--- config.mk ---
export PLATFORM = sky130hd
export DESIGN_NAME = regxfer_master
export DESIGN_NICKNAME = d
export VERILOG_FILES = /design/src/rtl/regxfer_pkg.sv /design/src/rtl/regxfer_req_pick.sv /design/src/rtl/regxfer_wait_timer.sv /design/src/rtl/regxfer_seq.sv /design/src/rtl/regxfer_master.sv
export SDC_FILE = /design/constraint.sdc
export NUM_CORES = 1
export LEC_CHECK = 0
export BUFFER_PORTS_ARGS = -buffer_cell sky130_fd_sc_hd__buf_2
export CELL_PAD_IN_SITES_DETAIL_PLACEMENT = 1
export CELL_PAD_IN_SITES_GLOBAL_PLACEMENT = 1
export CORE_MARGIN = 5
export CORE_UTILIZATION = 38
export DETAILED_ROUTE_END_ITERATION = 10
export MAX_ROUTING_LAYER = met4
export PLACE_DENSITY_LB_ADDON = 0.1
export SYNTH_ARGS = -nofsm -noshare
export SYNTH_HDL_FRONTEND = slang
export SYNTH_HIERARCHICAL = 1
export SYNTH_SLANG_ARGS = --single-unit
--- constraint.sdc ---
create_clock -name clk -period 2.15 [get_ports clk]
set_input_delay 0.215 -clock clk [delete_from_list [all_inputs] [get_ports clk]]
set_output_delay 0.215 -clock clk [all_outputs]
set_load 0.03 [all_outputs]
--- src/rtl/regxfer_pkg.sv ---
package regxfer_pkg;

   typedef enum logic [2:0] {
      XS_IDLE      = 3'd0,
      XS_RD_ADDR   = 3'd1,
      XS_RD_WAIT   = 3'd2,
      XS_RD_CAP    = 3'd3,
      XS_WR_SETUP  = 3'd4,
      XS_WR_WAIT   = 3'd5,
      XS_WR_STROBE = 3'd6,
      XS_DONE      = 3'd7
   } xfer_state_e;

   function automatic bit is_pow2(int unsigned n);
      return (n != 0) && ((n & (n - 1)) == 0);
   endfunction

endpackage

--- src/rtl/regxfer_req_pick.sv ---
module regxfer_req_pick #(
   parameter int N_MOD      = 4,
   parameter int MOD_W      = 2,
   parameter int REG_W      = 3,
   parameter int REQ_REG    = 0,
   parameter int DST_REG    = 1,
   parameter int DST_OFFSET = 1,
   localparam int ADDR_W    = MOD_W + REG_W
) (
   input  logic [N_MOD-1:0]  req,
   output logic              pick_valid,
   output logic [ADDR_W-1:0] pick_src,
   output logic [ADDR_W-1:0] pick_dst
);

   logic [ADDR_W-1:0] src_tab [N_MOD];
   logic [ADDR_W-1:0] dst_tab [N_MOD];
   logic [MOD_W-1:0]  pick_idx;

   // Fixed per-module routes, computed from the parameters
   for (genvar gi = 0; gi < N_MOD; gi++) begin : g_route
      localparam int DST_MOD = (gi + DST_OFFSET) % N_MOD;
      assign src_tab[gi] = {MOD_W'(gi), REG_W'(REQ_REG)};
      assign dst_tab[gi] = {MOD_W'(DST_MOD), REG_W'(DST_REG)};
   end

   // Lowest index wins: scan from the top so that the last hit is the lowest
   always_comb begin
      pick_valid = 1'b0;
      pick_idx   = '0;
      for (int i = N_MOD - 1; i >= 0; i--) begin
         if (req[i]) begin
            pick_valid = 1'b1;
            pick_idx   = MOD_W'(i);
         end
      end
   end

   assign pick_src = src_tab[pick_idx];
   assign pick_dst = dst_tab[pick_idx];

endmodule

--- src/rtl/regxfer_wait_timer.sv ---
module regxfer_wait_timer #(
   parameter int WAIT_LIMIT = 16
) (
   input  logic clk,
   input  logic rst_n,
   input  logic run,
   output logic expired
);

   if (WAIT_LIMIT == 0) begin : g_no_limit
      // Watchdog disabled: the sequencer waits for ready indefinitely
      assign expired = 1'b0;
   end else begin : g_limit
      localparam int CNT_W = $clog2(WAIT_LIMIT + 1);
      logic [CNT_W-1:0] cnt_q;

      assign expired = run && (cnt_q == CNT_W'(WAIT_LIMIT - 1));

      always_ff @(posedge clk or negedge rst_n) begin
         if (!rst_n) begin
            cnt_q <= '0;
         end else if (!run) begin
            cnt_q <= '0;
         end else if (!expired) begin
            cnt_q <= cnt_q + 1'b1;
         end
      end

      AST_WAIT_BOUND: assert property (@(posedge clk) disable iff (!rst_n)
         run |-> (cnt_q < CNT_W'(WAIT_LIMIT))) else $error("wait counter overran");
   end

endmodule

--- src/rtl/regxfer_seq.sv ---
module regxfer_seq
   import regxfer_pkg::*;
#(
   parameter int N_MOD  = 4,
   parameter int MOD_W  = 2,
   parameter int ADDR_W = 5,
   parameter int DATA_W = 16
) (
   input  logic              clk,
   input  logic              rst_n,
   input  logic              cmd_start,
   input  logic [ADDR_W-1:0] cmd_src,
   input  logic [ADDR_W-1:0] cmd_dst,
   input  logic              req_valid,
   input  logic [ADDR_W-1:0] req_src,
   input  logic [ADDR_W-1:0] req_dst,
   input  logic [N_MOD-1:0]  rdy,
   input  logic [N_MOD-1:0]  busy,
   input  logic [DATA_W-1:0] bus_din,
   input  logic              expired,
   output logic              wait_run,
   output logic [ADDR_W-1:0] bus_addr,
   output logic              bus_rd,
   output logic              bus_wr,
   output logic [DATA_W-1:0] bus_dout,
   output logic              xfer_done,
   output logic              xfer_err
);

   xfer_state_e       state_q, state_d;
   logic [ADDR_W-1:0] src_q, dst_q;
   logic [DATA_W-1:0] data_q;
   logic              err_q;
   logic              rdy_sel, busy_sel;
   logic              load_cmd, load_req, abort;

   assign rdy_sel  = rdy[src_q[ADDR_W-1 -: MOD_W]];
   assign busy_sel = busy[dst_q[ADDR_W-1 -: MOD_W]];

   // Command port outranks module requests; both only looked at when idle
   assign load_cmd = (state_q == XS_IDLE) && cmd_start;
   assign load_req = (state_q == XS_IDLE) && !cmd_start && req_valid;
   assign abort    = (state_q == XS_RD_WAIT) && !rdy_sel && expired;

   always_comb begin
      state_d = state_q;
      unique case (state_q)
         XS_IDLE:      if (load_cmd || load_req) state_d = XS_RD_ADDR;
         XS_RD_ADDR:   state_d = XS_RD_WAIT;
         XS_RD_WAIT: begin
            if (rdy_sel)    state_d = XS_RD_CAP;
            else if (abort) state_d = XS_IDLE;
         end
         XS_RD_CAP:    state_d = XS_WR_SETUP;
         XS_WR_SETUP:  state_d = XS_WR_WAIT;
         XS_WR_WAIT:   if (!busy_sel) state_d = XS_WR_STROBE;
         XS_WR_STROBE: state_d = XS_DONE;
         XS_DONE:      state_d = XS_IDLE;
         default:      state_d = XS_IDLE;
      endcase
   end

   always_ff @(posedge clk or negedge rst_n) begin
      if (!rst_n) begin
         state_q <= XS_IDLE;
         src_q   <= '0;
         dst_q   <= '0;
         data_q  <= '0;
         err_q   <= 1'b0;
      end else begin
         state_q <= state_d;
         err_q   <= abort;
         if (load_cmd) begin
            src_q <= cmd_src;
            dst_q <= cmd_dst;
         end else if (load_req) begin
            src_q <= req_src;
            dst_q <= req_dst;
         end
         if (state_q == XS_RD_CAP) data_q <= bus_din;
      end
   end

   always_comb begin
      unique case (state_q)
         XS_RD_ADDR, XS_RD_WAIT, XS_RD_CAP:              bus_addr = src_q;
         XS_WR_SETUP, XS_WR_WAIT, XS_WR_STROBE, XS_DONE: bus_addr = dst_q;
         default:                                        bus_addr = '0;
      endcase
   end

   assign bus_rd    = (state_q == XS_RD_CAP);
   assign bus_wr    = (state_q == XS_WR_STROBE);
   assign bus_dout  = data_q;
   assign xfer_done = (state_q == XS_DONE);
   assign xfer_err  = err_q;
   assign wait_run  = (state_q == XS_RD_WAIT);

   AST_STROBE_EXCL: assert property (@(posedge clk) disable iff (!rst_n)
      !(bus_rd && bus_wr)) else $error("read and write together");
   AST_RD_ONE_CYCLE: assert property (@(posedge clk) disable iff (!rst_n)
      bus_rd |=> !bus_rd) else $error("read strobe too long");
   AST_RD_AFTER_RDY: assert property (@(posedge clk) disable iff (!rst_n)
      $rose(bus_rd) |-> $past(rdy_sel)) else $error("read without ready");
   AST_WR_NOT_BUSY: assert property (@(posedge clk) disable iff (!rst_n)
      $rose(bus_wr) |-> !$past(busy_sel)) else $error("write while busy");
   AST_WR_ONE_CYCLE: assert property (@(posedge clk) disable iff (!rst_n)
      bus_wr |=> !bus_wr) else $error("write strobe too long");
   AST_DOUT_HOLD: assert property (@(posedge clk) disable iff (!rst_n)
      bus_wr |-> $stable(bus_dout)) else $error("write data moved");
   AST_DONE_PULSE: assert property (@(posedge clk) disable iff (!rst_n)
      xfer_done |=> !xfer_done) else $error("done wider than a cycle");
   AST_ERR_QUIET: assert property (@(posedge clk) disable iff (!rst_n)
      xfer_err |-> (!xfer_done && !bus_wr && !bus_rd)) else $error("abort with activity");

endmodule

--- src/rtl/regxfer_master.sv ---
module regxfer_master #(
   parameter int N_MOD      = 4,
   parameter int REG_W      = 3,
   parameter int DATA_W     = 16,
   parameter int WAIT_LIMIT = 16,
   parameter int REQ_REG    = 0,
   parameter int DST_REG    = 1,
   parameter int DST_OFFSET = 1,
   localparam int MOD_W     = (N_MOD < 2) ? 1 : $clog2(N_MOD),
   localparam int ADDR_W    = MOD_W + REG_W
) (
   input  logic              clk,
   input  logic              rst_n,
   input  logic              cmd_start,
   input  logic [ADDR_W-1:0] cmd_src,
   input  logic [ADDR_W-1:0] cmd_dst,
   output logic              cmd_done,
   output logic              xfer_err,
   input  logic [N_MOD-1:0]  rd_int,
   input  logic [N_MOD-1:0]  rdy,
   input  logic [N_MOD-1:0]  busy,
   input  logic [DATA_W-1:0] bus_din,
   output logic [ADDR_W-1:0] bus_addr,
   output logic              bus_rd,
   output logic              bus_wr,
   output logic [DATA_W-1:0] bus_dout
);

   // Elaboration-time parameter checks
   if (N_MOD < 2 || !regxfer_pkg::is_pow2(N_MOD)) begin : g_bad_nmod
      $error("N_MOD must be a power of two and at least 2");
   end
   if (REG_W < 1 || DATA_W < 1) begin : g_bad_width
      $error("REG_W and DATA_W must be positive");
   end
   if (REQ_REG >= (1 << REG_W) || DST_REG >= (1 << REG_W)) begin : g_bad_reg
      $error("route register index exceeds REG_W");
   end
   if (WAIT_LIMIT < 0) begin : g_bad_limit
      $error("WAIT_LIMIT must not be negative");
   end

   logic              req_valid;
   logic [ADDR_W-1:0] req_src, req_dst;
   logic              wait_run, expired;

   regxfer_req_pick #(
      .N_MOD(N_MOD), .MOD_W(MOD_W), .REG_W(REG_W),
      .REQ_REG(REQ_REG), .DST_REG(DST_REG), .DST_OFFSET(DST_OFFSET)
   ) u_pick (
      .req        (rd_int),
      .pick_valid (req_valid),
      .pick_src   (req_src),
      .pick_dst   (req_dst)
   );

   regxfer_wait_timer #(.WAIT_LIMIT(WAIT_LIMIT)) u_timer (
      .clk     (clk),
      .rst_n   (rst_n),
      .run     (wait_run),
      .expired (expired)
   );

   regxfer_seq #(
      .N_MOD(N_MOD), .MOD_W(MOD_W), .ADDR_W(ADDR_W), .DATA_W(DATA_W)
   ) u_seq (
      .clk       (clk),
      .rst_n     (rst_n),
      .cmd_start (cmd_start),
      .cmd_src   (cmd_src),
      .cmd_dst   (cmd_dst),
      .req_valid (req_valid),
      .req_src   (req_src),
      .req_dst   (req_dst),
      .rdy       (rdy),
      .busy      (busy),
      .bus_din   (bus_din),
      .expired   (expired),
      .wait_run  (wait_run),
      .bus_addr  (bus_addr),
      .bus_rd    (bus_rd),
      .bus_wr    (bus_wr),
      .bus_dout  (bus_dout),
      .xfer_done (cmd_done),
      .xfer_err  (xfer_err)
   );

endmodule

==> out/metrics.cfg <==
[routing]
drt_first_pass_iters=4
drc=0
wirelength_um=4950
wire_per_inst_um=16.2
drtIter0Drc=55
viasPerCell=5.13
ant_nets=0
vias=1570

[finish]
antenna_cells=0
drive_above_1_share_pct=41.0
final-seq-area_um2=876
nFillCells=565
area_delta_synth_final_pct=24.2
multi_input_area_um2=923
instances_no_fill=306
nets=281

[setup_path]
crit_arrival_ns=1.70
startpoint=u_seq/state_q[2]
startpoint_type=flip-flop
r2r_start=u_timer/g_limit.cnt_q[0]
worst_setup_path_end_kind=output port
crit_type=flip-flop to output port
path_max_fanout=18
critPathRequiredTime_ns=1.93

[synth]
synthCells=174
synth_seq_cells=35
synth_cell_types=40
ys.flop_type=dfrtp_1
synth_edf_count=0
synth_area_per_cell_um2=10.9
synthArstFlopShare_pct=100
synth_top_cells_by_area=dfrtp_1 (46%), mux2_4 (6.3%), mux2_2 (4.7%), o22ai_1 (3.6%), and2_1 (3.3%)
ys_warn_count=6
yosysTopAreaCell=dfrtp_1
ys_seq_area_share_pct=46.1
syn-cell-area_um2=1900
synth_top_area_share_pct=46.1

[placement]
gp_congestion=0.852
place_ws_ns=0.268
io_buffers=65
dpl.hpwl_um=3810
dpl.cell_count=298

[pwr]
p_comb_share_pct=48.0
cellInternalPower_mw=2.02
p_per_area_nw_per_um2=1530
p_leak_nw=1.19
switching_share_pct=44.0
peakVddDrop_uv=813
switching_power_mw=1.58
seqPwrFrac_pct=35.0
clkPwrFrac_pct=17.0

[timing]
finalHoldViolations=6
setup_viol=0
tns_ns=0
skew_ns=0.00258
min_period_over_period_pct=89.2
final_max_slew_viol_count=0
worst_slew_pin_slew_ns=0.764
grt_setup_unrepaired=no
fin_ws_ns=0.233
timing.hold.ws_ns=-0.00224
fmax_ghz=0.522
maxSlewHeadroom_pct=49.1
post-route-min-period_ns=1.92

[cts]
cts_tree=done
ctsResizeCount=0
root_buffer=clkbuf_8
cts_num_sinks=35
htreeDepth=2
clockBufferDepth=2
cts.clk_slew.worst_paths_ns=0.07
clk_latency_ns=0.29
numCtsBuffers=5
post_cts_buffers=0
cts_hold_buffers=0

[status]
violations=negative hold slack
outcome=complete, but fails checks

[die]
dieArea_um2=6520
ios=66
rows=25
initial_utilization_pct=39.7
die_x_um=80.7
dieHeight_um=80.7
design.core.area_um2=4790

[flow_run]
drv_cap=0

[global_routing]
grt_pass1_wl_um=8240
antenna_found_initial=0
grt-ovfl-total=0
track_usage_pct=16.9
grt_pass1_vias=1755
grt_max_degree=36

[min_path]
hold_class=primary input to async pin

-- cell usage after synthesis (all sizes together), types with 2 or more instances --
library cell and n:
clkbuf 2, o21ba 2, and2 10, or4b 2, and3 3, dfrtp 35, nand3 2, xnor2 3
nor2 8, nor3 2, nand2b 4, conb 2, a21oi 5, mux2 16, buf 12, nand2 12
mux2i 5, o22ai 11, a31oi 5, o2bb2ai 5, ha 2, inv 4, o21ai 11, nor2b 3
-- layout make-up --
| type | instances | share of cell area [%] |
|---|---|---|
| repair buffers | 67 | 14.4 |
| flip-flops and latches | 35 | 37.1 |
| inverters | 5 | 0.795 |
| well taps | 67 | 3.55 |
| clock inverters | 2 | 1.48 |
| multi-input cells | 124 | 39.1 |
| clock buffers | 6 | 3.50 |
-- worst paths after layout --
path,endpoint,slack [ns],cells after the start
hold / removal,u_timer/g_limit.cnt_q[1],-0.002,1
max in group asynchronous,u_seq/src_q[2],1.67,1
min in group clk,u_seq/bus_dout[0],0.16,2
hold reg to reg,u_seq/src_q[2],0.51,1
setup reg to reg,u_seq/state_q[1],0.27,6
setup / recovery,bus_rd,0.23,4
-- metrics by stage --
stage / instance area, um^2 / total power, mW / utilization (%)
final: 2360 / 3.60 / 49.3
after global placement: 2240 / 2.92 / 46.8
after global routing: 2360 / 3.84 / 49.3
after CTS: 2360 / 3.64 / 49.3
after floorplan: 1920 / 2.51 / -
after detailed placement: 2240 / 3.01 / 46.8
-- kinds of logic (layout without fill, tap and decap cells) --
| group | after synthesis | in the layout | share of synthesized area, % |
|---|---|---|---|
| and+or+nand+nor | 49 | 49 | 16.3 |
| AOI/OAI and AO/OA | 43 | 43 | 14.7 |
| DFF | 35 | 35 | 46.1 |
| muxes | 21 | 21 | 13.7 |
| buffers and inverters | 19 | 80 | 6.12 |
| xor gates and xnor gates | 3 | 3 | 1.38 |
| adders and majority gates | 2 | 2 | 1.32 |
| other | 2 | 6 | 0.395 |
-- metal layers --
metal	track usage [%]	share of wire, %	vias up
met4	7.26	2.3	0
met2	28.3	51	52
met3	4.37	4.9	13
li1	-	-	740
met1	19.1	42	765
met5	-	0	-
-- cells in the final DEF (no fill, tap or decap), types with 6 or more instances in the layout --
master / count
and2_1: 10
o21ai_0: 10
o22ai_1: 11
conb_1: 6
mux2_2: 8
nor2_1: 8
mux2_4: 8
nand2_1: 12
clkbuf_8: 6
buf_2: 65
dfrtp_1: 35
-- power groups by stage --
stage               Sequential (mW)  Clock, mW  Combinational, mW
floorplan                      1.46          0               1.05
global placement               1.24          0               1.68
detailed placement             1.27          0               1.74
CTS                            1.26      0.631               1.75
global route                   1.31      0.657               1.88
finish                         1.26      0.612               1.73
-- worst max-delay path: stages (launching register included) --
cell,delay (ns)
dfrtp_1,0.66
inv_1,0.19
nand3_4,0.30
inv_1,0.07
buf_2,0.18
-- registers in the layout (all words and copies together), names as in the netlist --
register and flops:
u_seq/bus_dout 16, u_seq/dst_q 5, u_seq/src_q 5, u_seq/state_q 3, u_seq/xfer_err 1, u_timer/g_limit.cnt_q 5
(Power assumes the default switching activity.)
